$ cat src/rtl/bank_xlate_pkg.sv
package bank_xlate_pkg;
  localparam int unsigned LA_W   = 16;
  localparam int unsigned BANK_W = 4;
  localparam int unsigned EXT_N  = 8;
  localparam int unsigned NREG   = EXT_N + 2;
  localparam int unsigned SEL_W  = $clog2(NREG);
  localparam int unsigned IDX_W  = $clog2(EXT_N);
  localparam int unsigned PA_W   = LA_W - 1 + BANK_W;

  typedef enum logic {ACC_FETCH = 1'b0, ACC_OPER = 1'b1} acc_e;

  localparam logic [SEL_W-1:0] SEL_CODE = SEL_W'(0);
  localparam logic [SEL_W-1:0] SEL_DATA = SEL_W'(1);
  localparam logic [SEL_W-1:0] SEL_EXT0 = SEL_W'(2);
endpackage

$ cat src/rtl/bank_regfile.sv
module bank_regfile
  import bank_xlate_pkg::*;
(
  input  logic                         clk_i,
  input  logic                         rst_ni,
  input  logic                         wr_en_i,
  input  logic [SEL_W-1:0]             wr_sel_i,
  input  logic [BANK_W-1:0]            wr_data_i,
  output logic                         wr_err_o,
  output logic [BANK_W-1:0]            code_bank_o,
  output logic [BANK_W-1:0]            data_bank_o,
  output logic [EXT_N-1:0][BANK_W-1:0] ext_bank_o
);
  logic [NREG-1:0][BANK_W-1:0] bank_q;
  logic                        sel_ok;
  logic                        err_q;

  assign sel_ok = wr_sel_i < SEL_W'(NREG);

  always_ff @(posedge clk_i or negedge rst_ni) begin
    if (!rst_ni) begin
      bank_q <= '0;
    end else if (wr_en_i && sel_ok) begin
      for (int i = 0; i < int'(NREG); i++) begin
        if (wr_sel_i == SEL_W'(i)) bank_q[i] <= wr_data_i;
      end
    end
  end

  always_ff @(posedge clk_i or negedge rst_ni) begin
    if (!rst_ni) err_q <= 1'b0;
    else         err_q <= wr_en_i && !sel_ok;
  end

  assign wr_err_o    = err_q;
  assign code_bank_o = bank_q[SEL_CODE];
  assign data_bank_o = bank_q[SEL_DATA];

  for (genvar k = 0; k < int'(EXT_N); k++) begin : g_ext
    assign ext_bank_o[k] = bank_q[int'(SEL_EXT0) + k];
  end

  AST_GOOD_WR_LOADS: assert property (@(posedge clk_i) disable iff (!rst_ni)
    $past(wr_en_i && sel_ok) |-> bank_q[$past(wr_sel_i)] == $past(wr_data_i));
  AST_BAD_WR_HOLDS: assert property (@(posedge clk_i) disable iff (!rst_ni)
    $past(wr_en_i && !sel_ok) |-> bank_q == $past(bank_q));
  AST_ERR_CAUSE: assert property (@(posedge clk_i) disable iff (!rst_ni)
    wr_err_o |-> $past(wr_en_i && (wr_sel_i >= SEL_W'(NREG))));
endmodule

$ cat src/rtl/bank_pick.sv
module bank_pick
  import bank_xlate_pkg::*;
(
  input  logic                         acc_op_i,
  input  logic                         base_nz_i,
  input  logic [IDX_W-1:0]             base_idx_i,
  input  logic [BANK_W-1:0]            code_bank_i,
  input  logic [BANK_W-1:0]            data_bank_i,
  input  logic [EXT_N-1:0][BANK_W-1:0] ext_bank_i,
  output logic [BANK_W-1:0]            bank_o
);
  always_comb begin
    if (acc_e'(acc_op_i) == ACC_FETCH) bank_o = code_bank_i;
    else if (base_nz_i)                bank_o = ext_bank_i[base_idx_i];
    else                               bank_o = data_bank_i;
  end
endmodule

$ cat src/rtl/addr_relocate.sv
module addr_relocate
  import bank_xlate_pkg::*;
(
  input  logic [LA_W-1:0]   laddr_i,
  input  logic [BANK_W-1:0] bank_i,
  output logic [PA_W-1:0]   paddr_o
);
  localparam int unsigned OFS_W = LA_W - 1;

  // upper half relocates, lower half is common to all banks
  assign paddr_o = laddr_i[LA_W-1] ? {bank_i, laddr_i[OFS_W-1:0]}
                                   : {{BANK_W{1'b0}}, laddr_i[OFS_W-1:0]};
endmodule

$ cat src/rtl/bank_xlate.sv
module bank_xlate
  import bank_xlate_pkg::*;
(
  input  logic              clk_i,
  input  logic              rst_ni,
  input  logic              wr_en_i,
  input  logic [SEL_W-1:0]  wr_sel_i,
  input  logic [BANK_W-1:0] wr_data_i,
  output logic              wr_err_o,
  input  logic              acc_op_i,
  input  logic [LA_W-1:0]   laddr_i,
  input  logic              base_nz_i,
  input  logic [IDX_W-1:0]  base_idx_i,
  output logic [PA_W-1:0]   paddr_o
);
  logic [BANK_W-1:0]            code_bank;
  logic [BANK_W-1:0]            data_bank;
  logic [EXT_N-1:0][BANK_W-1:0] ext_bank;
  logic [BANK_W-1:0]            sel_bank;

  bank_regfile u_regs (
    .clk_i       (clk_i),
    .rst_ni      (rst_ni),
    .wr_en_i     (wr_en_i),
    .wr_sel_i    (wr_sel_i),
    .wr_data_i   (wr_data_i),
    .wr_err_o    (wr_err_o),
    .code_bank_o (code_bank),
    .data_bank_o (data_bank),
    .ext_bank_o  (ext_bank)
  );

  bank_pick u_pick (
    .acc_op_i    (acc_op_i),
    .base_nz_i   (base_nz_i),
    .base_idx_i  (base_idx_i),
    .code_bank_i (code_bank),
    .data_bank_i (data_bank),
    .ext_bank_i  (ext_bank),
    .bank_o      (sel_bank)
  );

  addr_relocate u_reloc (
    .laddr_i (laddr_i),
    .bank_i  (sel_bank),
    .paddr_o (paddr_o)
  );

  AST_LOW_HALF_FLAT: assert property (@(posedge clk_i) disable iff (!rst_ni)
    !laddr_i[LA_W-1] |-> paddr_o[PA_W-1:LA_W-1] == '0);
  AST_FETCH_CODE: assert property (@(posedge clk_i) disable iff (!rst_ni)
    (!acc_op_i && laddr_i[LA_W-1]) |-> paddr_o[PA_W-1 -: BANK_W] == code_bank);
  AST_OPER_DATA: assert property (@(posedge clk_i) disable iff (!rst_ni)
    (acc_op_i && !base_nz_i && laddr_i[LA_W-1]) |-> paddr_o[PA_W-1 -: BANK_W] == data_bank);
  AST_OPER_EXT: assert property (@(posedge clk_i) disable iff (!rst_ni)
    (acc_op_i && base_nz_i && laddr_i[LA_W-1]) |-> paddr_o[PA_W-1 -: BANK_W] == ext_bank[base_idx_i]);
  AST_OFFSET_KEPT: assert property (@(posedge clk_i) disable iff (!rst_ni)
    paddr_o[LA_W-2:0] == laddr_i[LA_W-2:0]);
endmodule

$ cat config.mk
export PLATFORM = sky130hd
export DESIGN_NAME = bank_xlate
export DESIGN_NICKNAME = d
export VERILOG_FILES = /design/src/rtl/bank_xlate_pkg.sv /design/src/rtl/bank_regfile.sv /design/src/rtl/bank_pick.sv /design/src/rtl/addr_relocate.sv /design/src/rtl/bank_xlate.sv
export SDC_FILE = /design/constraint.sdc
export NUM_CORES = 1
export LEC_CHECK = 0
export ABC_AREA = 1
export BUFFER_PORTS_ARGS = -buffer_cell sky130_fd_sc_hd__buf_2
export CORE_AREA = 2 2 55 82
export CTS_CLUSTER_SIZE = 40
export DETAILED_ROUTE_END_ITERATION = 7
export DIE_AREA = 0 0 57 84
export PLACE_DENSITY = 0.77
export REMOVE_ABC_BUFFERS = 1
export SETUP_SLACK_MARGIN = 0.4
export SLEW_MARGIN = 10
export SYNTH_ARGS = -nofsm -noshare
export SYNTH_HDL_FRONTEND = slang
export SYNTH_SLANG_ARGS = --single-unit
$ cat constraint.sdc
create_clock -name clk_i -period 1.1 [get_ports clk_i]
set_input_delay 0 -clock clk_i [delete_from_list [all_inputs] [get_ports clk_i]]
set_output_delay 0 -clock clk_i [all_outputs]
set_load 0.05 [all_outputs]
### Word-level counts from Yosys, hierarchy flattened

Index checks and enable logic that the tools add are counted.
Widths: inputs -> output; s select.

| cells by class | value |
|---|---|
| mux-type cells | 5 |
| $mul | 0 |
| eq/ne operators | 9 |
| shift-type cells | 0 |
| bitwise gates (word level) | 0 |
| $lt $le $gt $ge | 2 |
| divide/modulo/power cells | 0 |
| add/subtract/negate cells | 0 |
| reductions and logical operators | 14 |

Operators by type and width:

| cell | number |
|---|---|
| $reduce_and 2->1 | 10 |
| $mux 19 | 1 |
| $eq 4x3->1 const B | 4 |
| $bmux 4 s3 | 1 |
| $mux 4 | 3 |
| $eq 4x2->1 const B | 2 |
| $eq 4x4->1 const B | 2 |
| $eq 4x1->1 const B | 1 |
| $logic_not 4->1 | 1 |
| $lt 3x4->1 const B | 1 |
| $lt 4x4->1 const B | 1 |
| $logic_and 1x1->1 | 2 |
| $logic_not 1->1 | 1 |

| word-level totals | value |
|---|---|
| output and inout bits | 20 |
| bits in latches | 0 |
| flip-flop bits (word level) | 41 |
| memory bits (read-only) | 0 |
| logic and storage cells | 41 |
| bits in writable memories | 0 |
| memories kept | 0 |
| bits of input ports | 32 |

### Logic depth before layout (Yosys ltp)

Gate-level depths: netlist (run 1).

| depth | value |
|---|---|
| depth after elaboration | 5 |
| gate-level depth with buffers | 8 |
| gate-level depth less buffers | 6 |

### Cells and area by module

From an unflattened synthesis (run 1), not the netlist that was laid out.

| second synthesis, totals | value |
|---|---|
| cells, all modules | 342 |
| area total of the unflattened synthesis | 2549.9 um2 |

Modules (own cells, without submodules):

| module | cells each | area an instance (um2) | instances | seq. area each (um2) |
|---|---|---|---|---|
| bank_regfile | 210 | 1903.1 | 1 | 1026.0 |
| bank_pick | 109 | 504.2 | 1 | 0.0 |
| addr_relocate | 23 | 142.6 | 1 | 0.0 |

### Least setup slack after synthesis (run 1)

OpenSTA, ideal clock, no wires.

| timing | value |
|---|---|
| kind | input -> output |
| start point | input port base_idx_i[0] |
| end point | output port paddr_o[15] |
| setup slack | -0.326 ns |
| buffers on the path | 2 |
| data required time | 1.100 ns |
| data arrival time | 1.426 ns |
| stages on the path | 8 |
| path through | buf_2 > inv_1 > buf_2 > nand2_1 > nand3_1 > nand3_1 > nand3_1 > a21oi_1 |

| on the way | value |
|---|---|
| longest elaborated chain between the ends | 5 |

Ends and longest elaborated chain:

| element | line | text |
|---|---|---|
| start, declared | bank_xlate.sv:13 | `input logic [IDX_W-1:0] base_idx_i,` |
| $bmux 4 s3 | bank_pick.sv:14 | `else if (base_nz_i) bank_o = ext_bank_i[base_idx_i];` |
| $mux 4 (not written as such) | bank_pick.sv:14 |  |
| $mux 4 | bank_pick.sv:14 |  |
| $mux 4 | bank_pick.sv:13 | `if (acc_e'(acc_op_i) == ACC_FETCH) bank_o = code_bank_i;` |
| $mux 19 | addr_relocate.sv:11 | `assign paddr_o = laddr_i[LA_W-1] ? {bank_i, laddr_i[OFS_W-1:0]}` |
| end, declared | bank_xlate.sv:14 | `output logic [PA_W-1:0] paddr_o` |

No other way between the ends. The select of a mux whose other input is x is not followed.

### Worst setup path after layout (run 1)

| timing | value |
|---|---|
| start point | register u_regs.bank_q (netlist bit u_regs.ext_bank_o[23]) |
| end point | output port paddr_o[18] |

| on the way | value |
|---|---|
| longest elaborated chain between the ends | 5 |

Ends and longest elaborated chain:

| element | line | text |
|---|---|---|
| start, declared | bank_regfile.sv:14 | `logic [NREG-1:0][BANK_W-1:0] bank_q;` |
| start signal, assigned by index | bank_regfile.sv:25 | `if (wr_sel_i == SEL_W'(i)) bank_q[i] <= wr_data_i;` |
| $bmux 4 s3 | bank_pick.sv:14 |  |
| $mux 4 (not written as such) | bank_pick.sv:14 |  |
| $mux 4 | bank_pick.sv:14 |  |
| $mux 4 | bank_pick.sv:13 |  |
| $mux 19 | addr_relocate.sv:11 |  |

No other way between the ends. The select of a mux whose other input is x is not followed.

==> results.sh, run 1 <==
export IMPL_drt_wl_total_um=6240
export IMPL_crit_arrival_ns=1.46
export IMPL_max_vdd_ir_drop_mv=1.58
export IMPL_wire_per_inst_um=17.4
export IMPL_ys_types=17
export IMPL_grt_pass1_vias=1804
export IMPL_grt_setup_unrepaired="yes"
export IMPL_period_needed_ns=1.46
export IMPL_final_cells=358
export IMPL_required_ns=1.10
export IMPL_grt_start_max_net_pins=42
export IMPL_r2r_start="u_regs.ext_bank_o[19]"
export IMPL_hp_class="in -> out"
export IMPL_cts_sinks=41
export IMPL_tightest_slew_ns=0.572
export IMPL_clk_path_buf_depth=2
export IMPL_relSlewSlack_pct=61.7
export IMPL_skew_ns=0
export IMPL_maxCapViolCount=0
export IMPL_yosysWarnings=0
export IMPL_place_gp_congestion=0.941
export IMPL_critPathLaunchType="flip-flop"
export IMPL_multi_input_area_um2=1100
export IMPL_power_density_nw_per_um2=1570
export IMPL_synth_seq_cells=41
export IMPL_finalCritPeriodShare_pct=133
export IMPL_tritoncts="built"
export IMPL_clk_pin_slew_ns=0.09
export IMPL_crit_start="u_regs.ext_bank_o[23]"
export IMPL_dpl_cell_count=325
export IMPL_grt_overflow_total=0
export IMPL_track_usage_pct=23.0
export IMPL_seq_area_um2=1030
export IMPL_start_util_pct=50.6
export IMPL_dr_pass1_iters=4
export IMPL_cp_max_fo=2
export IMPL_hold_viol_final=0
export IMPL_place_area_um2=2180
export IMPL_areaGrowthSynthToFinish_pct=37.6
export IMPL_syn_area_per_cell_um2=7.70
export IMPL_antenna_diode_count=0
export IMPL_max_freq_mhz=683
export IMPL_synth_seq_area_share_pct=49.0
export IMPL_dieArea_um2=4790
export IMPL_leakage_nw=1.40
export IMPL_synthCells=272
export IMPL_dp_hpwl_um=3430
export IMPL_antenna_found_initial=0
export IMPL_clock_latency_ns=0.31
export IMPL_syn_area_um2=2090
export IMPL_slew_viol_final=0
export IMPL_setup_ws_ns=-0.363
export IMPL_nNetsFinal=343
export IMPL_core_area_um2=4140
export IMPL_cts_made_buffers=5
export IMPL_finalSetupViolCount=4
export IMPL_h_tree_depth=2
export IMPL_whs_ns=0.000398
export IMPL_violations="setup timing"
export IMPL_drt_initial_drc_count=100
export IMPL_outcome="finished, violations left"
export IMPL_drc=0
export IMPL_port_buffers=21
export IMPL_via_per_inst=5.73
export IMPL_final_layout_size_suffix_gt1_share_pct=38.1
export IMPL_min_from="laddr_i[0]"
export IMPL_setup_tns_ns=-1.33
export IMPL_io_pins=52
export IMPL_ctsRootBufferMaster="clkbuf_8"
export IMPL_die_y_um=84
export IMPL_fin_area_um2=2880
export IMPL_pre_cts_ws_ns=-0.0915
export IMPL_fill_cells=283
export IMPL_crit_type="reg -> out"
export IMPL_worstSetupEndpointType="output port"
export IMPL_dr_total_vias=2052
export IMPL_final_antenna_net_count=0
export IMPL_grt_first_pass_wirelength_um=8450
export IMPL_die_x_um=57
export IMPL_placementRows=29
logic make-up after synthesis:
logic type,share of synthesized area (%)
flip-flops,49.0
buffers and inverters,13.1
AND/OR/NAND/NOR,25.1
AO/OA/AOI/OAI,12.8
layout make-up:
| cell class | count | area share, % |
|---|---|---|
| sequential | 41 | 35.6 |
| clock inverter | 3 | 1.52 |
| multi-input combinational | 174 | 38.0 |
| timing repair buffer | 51 | 15.4 |
| clock buffer | 5 | 2.39 |
| inverter | 38 | 5.12 |
| tap | 46 | 2.00 |
final timing paths:
path                                               to  slack, ns  cells past startpoint
worst min-delay path                       paddr_o[0]     0.0004                      0
max in group asynchronous        u_regs.ext_bank_o[1]       0.70                      3
worst max-delay path                      paddr_o[18]      -0.36                      7
worst min register to register  u_regs.ext_bank_o[13]       0.50                      2
min in group asynchronous       u_regs.ext_bank_o[10]       0.19                      3
worst max register to register  u_regs.ext_bank_o[19]       0.23                      4
critical path, stage by stage, from the launching register on:
cell and delay, ns:
dfrtp_1 0.39, inv_1 0.08, nand2_1 0.07, nand3_1 0.09
nand3_1 0.12, nand3_2 0.08, a21oi_2 0.15, buf_6 0.17
synthesized netlist by cell type:
cell type	n	share of area (%)
a21oi_1	8	1.9
buf_2	2	0.48
buf_4	15	5.4
clkbuf_1	2	0.36
clkinv_2	1	0.24
dfrtp_1	41	49
inv_1	37	6.6
nand2_1	74	13
nand2_2	1	0.30
nand3_1	24	5.7
nand4_1	3	0.90
nand4_2	1	0.60
nor2_1	12	2.2
nor3_2	2	0.96
o21ai_0	44	11
o21ai_2	1	0.42
or2_2	4	1.2
cell usage in the layout (no fill, tap or decap), drive strengths merged:
| cell type | instances |
|---|---|
| nand2 | 75 |
| buf | 49 |
| o21ai | 45 |
| dfrtp | 41 |
| inv | 38 |
| nand3 | 24 |
| nor2 | 12 |
| a21oi | 8 |
| clkbuf | 5 |
| or2 | 4 |
| nand4 | 4 |
| nor3 | 2 |
| dlygate4sd3 | 2 |
| clkinv | 2 |
| bufinv | 1 |
metal layers:
metal	up-vias	part of all wire, %	GRT usage (%)
met4	0	5.1	14.2
met2	110	52	36.7
met5	-	0	0
met1	988	35	25.7
li1	930	-	-
met3	24	7.3	8.06
timing repair:
action                     CTS  global route
gates resized for setup     54            86
pin swaps                   23            25
buffers inserted            13            10
setup endpoints to repair   40            43
hold buffers                 2             0
hold endpoints to repair    42             0
metrics by stage:
stage                     power (mW)  util [%]
after floorplan                 2.49         -
after detailed placement        2.77      52.6
after CTS                       4.16      61.7
after global routing            4.73      69.7
after global placement          2.73      52.6
final                           4.52      69.7
report_power, final:
part / switching [mW] / internal (mW) / leakage (nW)
clock: 0.564 / 0.680 / 0.0585
combinational: 0.670 / 0.569 / 0.818
sequential: 0.215 / 1.82 / 0.527
total: 1.45 / 3.07 / 1.40
sequential cells by signal (all words and copies together), names as in the netlist:
| register | count |
|---|---|
| u_regs.data_bank_o | 4 |
| u_regs.code_bank_o | 4 |
| u_regs.wr_err_o | 1 |
| u_regs.ext_bank_o | 32 |
Power figures use the tool's default switching activity.
==> inputs of run 2 (changes only) <==
- BUFFER_PORTS_ARGS: -buffer_cell sky130_fd_sc_hd__buf_2 -> default
- CORE_AREA: 2 2 55 82 -> 2 2 53 80
- CTS_CLUSTER_DIAMETER: default -> 50
- DIE_AREA: 0 0 57 84 -> 0 0 55 82
- DONT_BUFFER_PORTS: default -> 1
- PLACE_DENSITY: 0.77 -> 0.76
==> run 2 against run 1 <==
Effect of this change:
- clock skew unchanged
- sequential share of layout area up 4.0 points
- highest routed layer unchanged
- sequential power about the same
- clock power down 19%
- utilization down 2.3 points
- flip-flop and latch count unchanged
- power down 9.1%
- hold slack worse by 0.61 ns
- largest cell class unchanged
- the run ends with hold timing, setup timing left
- final cell count down 8.1%
- largest power group unchanged
- global-route usage up 3.5 points
- count of clock-buffer cells in the layout up 2
- critical path depth down 1
==> results.sh, run 2 (synthesized netlist as in run 1, its figures left out) <==
export IMPL_outcome="finished, violations left"
export IMPL_violations="hold timing, setup timing"
export IMPL_leakage_nw=1.29
export IMPL_cp_max_fo=2
export IMPL_port_buffers=0
export IMPL_areaGrowthSynthToFinish_pct=24.0
export IMPL_period_needed_ns=1.42
export IMPL_largest_reg_flops=32
export IMPL_nNetsFinal=315
export IMPL_slew_viol_final=0
export IMPL_placementRows=28
export IMPL_tritoncts="built"
export IMPL_dr_total_vias=1887
export IMPL_clock_latency_ns=0.30
export IMPL_pre_cts_ws_ns=0.0104
export IMPL_cp_slowest_cell="dfrtp_1"
export IMPL_tightest_slew_ns=0.468
export IMPL_skew_ns=0
export IMPL_cpPeakStageDelay_ns=0.40
export IMPL_final_antenna_net_count=0
export IMPL_finalSetupViolCount=4
export IMPL_grt_pass1_vias=1684
export IMPL_drt_initial_drc_count=75
export IMPL_clk_path_buf_depth=2
export IMPL_place_gp_congestion=0.847
export IMPL_cpMostUsedCell="nand3_2"
export IMPL_grt_overflow_total=0
export IMPL_cts_sinks=41
export IMPL_clk_pin_slew_ns=0.08
export IMPL_via_per_inst=5.74
export IMPL_dr_pass1_iters=4
export IMPL_die_y_um=82
export IMPL_worstSetupEndpointType="output port"
export IMPL_track_usage_pct=26.5
export IMPL_layout_common_cells="nand2_1, dfrtp_1, inv_1"
export IMPL_relSlewSlack_pct=68.7
export IMPL_mostFrequentLayoutCell="nand2_1"
export IMPL_dpl_cell_count=303
export IMPL_core_area_um2=3850
export IMPL_path_cells="or2_4, nand2_1, nand3_2, nand3_2, a21oi_2, buf_6"
export IMPL_crit_arrival_ns=1.42
export IMPL_start_util_pct=54.4
export IMPL_hold_viol_final=58
export IMPL_h_tree_depth=2
export IMPL_grt_setup_unrepaired="yes"
export IMPL_grt_start_max_net_pins=42
export IMPL_drt_wl_total_um=5810
export IMPL_antenna_found_initial=1
export IMPL_cts_made_buffers=5
export IMPL_ctsRootBufferMaster="clkbuf_8"
export IMPL_hp_class="in -> async"
export IMPL_max_vdd_ir_drop_mv=1.04
export IMPL_final_cells=329
export IMPL_required_ns=1.10
export IMPL_finalCritPeriodShare_pct=129
export IMPL_dieArea_um2=4510
export IMPL_grt_first_pass_wirelength_um=8140
export IMPL_maxCapViolCount=0
export IMPL_crit_type="reg -> out"
export IMPL_final_layout_size_suffix_gt1_share_pct=34.6
export IMPL_die_x_um=55
export IMPL_power_density_nw_per_um2=1580
export IMPL_max_freq_mhz=704
export IMPL_setup_ws_ns=-0.321
export IMPL_io_pins=52
export IMPL_whs_ns=-0.613
export IMPL_holdBufCountCts=2
export IMPL_wire_per_inst_um=17.7
export IMPL_drc=0
export IMPL_dp_hpwl_um=3440
export IMPL_critPathLaunchType="flip-flop"
-- run 2: metrics by stage --
stage | setup TNS, ns | area [um^2] | util (%) | hold slack (ns) | total power [mW]
final | -1.18 | 2600 | 67.4 | -0.613 | 4.11
after global routing | -1.41 | 2600 | 67.4 | -0.625 | 4.33
after CTS | -1.03 | 2250 | 58.3 | -0.612 | 3.74
after detailed placement | 0 | 2060 | 53.4 | -0.295 | 2.67
after global placement | 0 | 2060 | 53.4 | -0.295 | 2.63
after floorplan | -1.09 | 1960 | - | -0.296 | 2.49
-- run 2: path summary, 6_finish.rpt --
| kind | startpoint | endpoint | slack [ns] | depth (start not counted) |
|---|---|---|---|---|
| max | u_regs.ext_bank_o[5] | paddr_o[16] | -0.32 | 6 |
| min | rst_ni | u_regs.ext_bank_o[13] | -0.61 | 0 |
| max reg2reg | u_regs.ext_bank_o[9] | u_regs.ext_bank_o[9] | 0.24 | 4 |
| min reg2reg | u_regs.ext_bank_o[30] | u_regs.ext_bank_o[30] | 0.48 | 2 |
| max in group asynchronous | rst_ni | u_regs.ext_bank_o[18] | 1.62 | 0 |
| min in group clk_i | wr_sel_i[3] | u_regs.data_bank_o[2] | -0.05 | 3 |
-- run 2: worst max-delay path: cells and delay by family (launching register included) --
| family | cells | cell delay [ns] |
|---|---|---|
| simple gates | 4 | 0.49 |
| flops | 1 | 0.40 |
| buf+inv | 1 | 0.16 |
| compound gates | 1 | 0.06 |
-- run 2: final cells by class --
class	count	area, um^2
clock buffers	7	86.3
inverters	38	145
flip-flops and latches	41	1030
repair buffers	23	215
diodes	1	2.50
fillers	299	1260
well taps	45	56.3
multi-input cells	174	1060
-- run 2: what timing repair did --
action	4_1_cts	5_1_grt
endpoints found under the setup margin	5	44
pin swaps	16	39
setup buffers	4	12
gates resized for setup	18	96
hold endpoints to repair	45	54
-- run 2: layer usage --
metal  part of all wire [%]  track usage [%]  routed length [um]
met5                      0                0                   0
met4                    2.0             10.0                 114
met3                    8.9             12.0                 520
met2                     52             42.7                3040
met1                     37             30.1                2140
-- run 2: where the power goes --
group          internal [mW]  total, mW  switching, mW
combinational          0.525       1.09          0.566
sequential              1.82       2.02          0.197
clock                  0.498       1.00          0.502
total                   2.84       4.11           1.26
==> inputs of run 3 (changes only) <==
==> constraint.sdc (replaced) <==
create_clock -name clk_i -period 1.1 [get_ports clk_i]
set_input_delay 0 -clock clk_i [delete_from_list [all_inputs] [get_ports clk_i]]
set_output_delay 0 -clock clk_i [all_outputs]
set_load 0.1 [all_outputs]
==> run 3 against run 2 <==
Effect of this change:
- the flow still finishes with violations (hold timing, setup timing)
- global-route usage fell by 0.18 points
- count of clock-buffer cells in the layout did not move
- cell area rose by 5.1%
- critical path depth rose by 1
- fmax fell by 3.9%
- critical endpoint is now paddr_o[18]
==> results.sh, run 3 (synthesized netlist as in run 1, its figures left out) <==
export IMPL_outcome="finished, violations left"
export IMPL_violations="hold timing, setup timing"
export IMPL_finalPower_mw=4.22
export IMPL_wire_per_inst_um=17.5
export IMPL_grt_setup_unrepaired="yes"
export IMPL_cts_sinks=41
export IMPL_dp_hpwl_um=3500
export IMPL_track_usage_pct=26.3
export IMPL_antenna_found_initial=0
export IMPL_finalCritPeriodShare_pct=134
export IMPL_die_y_um=82
export IMPL_max_vdd_ir_drop_mv=1.27
export IMPL_grt_overflow_total=0
export IMPL_required_ns=1.10
export IMPL_clkPwrFrac_pct=22.6
export IMPL_dr_pass1_iters=4
export IMPL_grt_first_pass_wirelength_um=8380
export IMPL_drc=0
export IMPL_finalSetupViolCount=4
export IMPL_port_buffers=0
export IMPL_dieArea_um2=4510
export IMPL_layout_common_cells="nand2_1, dfrtp_1, inv_1"
export IMPL_switching_power_mw=1.31
export IMPL_worst_path_buf_inv=1
export IMPL_via_per_inst=5.79
export IMPL_grt_pass1_vias=1728
export IMPL_place_gp_congestion=0.821
export IMPL_crit_type="reg -> out"
export IMPL_slew_viol_final=0
export IMPL_pre_cts_ws_ns=-0.0572
export IMPL_nNetsFinal=318
export IMPL_worstSetupEndpointType="output port"
export IMPL_cp_slowest_cell="dfrtp_1"
export IMPL_start_util_pct=54.4
export IMPL_critPathLaunchType="flip-flop"
export IMPL_hp_class="in -> async"
export IMPL_areaGrowthSynthToFinish_pct=30.3
export IMPL_p_int_mw=2.90
export IMPL_clock_latency_ns=0.28
export IMPL_skew_ns=0
export IMPL_ctsRootBufferMaster="clkbuf_8"
export IMPL_maxCapViolCount=0
export IMPL_final_layout_size_suffix_gt1_share_pct=36.0
export IMPL_max_freq_mhz=676
export IMPL_path_cells="nor2_1, nor2_1, nand2_2, nand3_2, nand3_2, a21oi_2, buf_12"
export IMPL_cpLargestDelayFamily="simple AND/OR/NAND/NOR gates"
export IMPL_cpPeakStageDelay_ns=0.38
export IMPL_drt_wl_total_um=5780
export IMPL_hold_viol_final=55
export IMPL_pwr_share_seq_pct=48.1
export IMPL_p_sw_share_pct=31.2
export IMPL_antenna_diode_count=0
export IMPL_h_tree_depth=2
export IMPL_dpl_cell_count=303
export IMPL_holdBufCountCts=2
export IMPL_largest_reg_flops=32
export IMPL_core_area_um2=3850
export IMPL_die_x_um=55
export IMPL_clk_path_buf_depth=2
export IMPL_io_pins=52
export IMPL_placementRows=28
export IMPL_mostFrequentLayoutCell="nand2_1"
export IMPL_tightest_slew_ns=0.525
export IMPL_final_antenna_net_count=0
export IMPL_whs_ns=-0.598
export IMPL_grt_start_max_net_pins=42
export IMPL_period_needed_ns=1.48
export IMPL_cp_max_fo=2
export IMPL_drt_initial_drc_count=70
export IMPL_cts_made_buffers=5
export IMPL_power_density_nw_per_um2=1550
export IMPL_tritoncts="built"
export IMPL_clk_pin_slew_ns=0.07
export IMPL_relSlewSlack_pct=64.9
export IMPL_final_cells=331
export IMPL_r2r_slack_ns=0.25
export IMPL_setup_ws_ns=-0.379
export IMPL_crit_arrival_ns=1.48
export IMPL_dr_total_vias=1915
export IMPL_leakage_nw=1.34
export IMPL_combPwrFrac_pct=29.3
## run 3: metal layers
layer | up-vias | GRT usage [%] | share of wire [%]
met1 | 909 | 34.0 | 37
met3 | 17 | 8.00 | 8.8
met2 | 107 | 40.6 | 50
li1 | 882 | - | -
met4 | 0 | 10.7 | 3.8
met5 | - | 0 | 0
## run 3: layout make-up
cell class | count | area [um^2]
tap | 45 | 56.3
fill | 284 | 1120
multi-input combinational | 174 | 1090
clock buffer | 7 | 86.3
timing repair buffer | 26 | 319
sequential | 41 | 1030
inverter | 38 | 148
## run 3: path summary, 6_finish.rpt
| check | from | endpoint | cells past startpoint |
|---|---|---|---|
| max | u_regs.ext_bank_o[11] | paddr_o[18] | 7 |
| min | rst_ni | u_regs.ext_bank_o[8] | 0 |
| max reg2reg | u_regs.ext_bank_o[1] | u_regs.ext_bank_o[1] | 4 |
| min reg2reg | u_regs.ext_bank_o[22] | u_regs.ext_bank_o[22] | 2 |
| max in group asynchronous | rst_ni | u_regs.ext_bank_o[14] | 0 |
| min in group clk_i | wr_sel_i[1] | u_regs.ext_bank_o[17] | 2 |
## run 3: power by group through the flow
stage / combinational [mW] / sequential [mW] / clock [mW]
floorplan: 0.578 / 1.97 / 0
global placement: 0.753 / 2.00 / 0
detailed placement: 0.768 / 2.01 / 0
CTS: 0.934 / 1.98 / 0.956
global route: 1.35 / 2.06 / 1.04
finish: 1.24 / 2.03 / 0.952
## run 3: per-stage QoR
step	setup TNS (ns)	cell area [um^2]	utilization [%]
5_1_grt	-1.66	2730	70.8
3_5_place_dp	-0.126	2120	55.1
3_3_place_gp	-0.216	2120	55.1
6_report	-1.38	2730	70.8
4_1_cts	-1.14	2390	62.1
2_1_floorplan	-3.90	1960	-
## run 3: repair_timing
| action | in CTS | in global routing |
|---|---|---|
| resized for setup | 36 | 92 |
| buffers inserted | 7 | 12 |
| hold endpoints to repair | 46 | 52 |
| setup endpoints to repair | 10 | 43 |
| pin swaps | 16 | 32 |
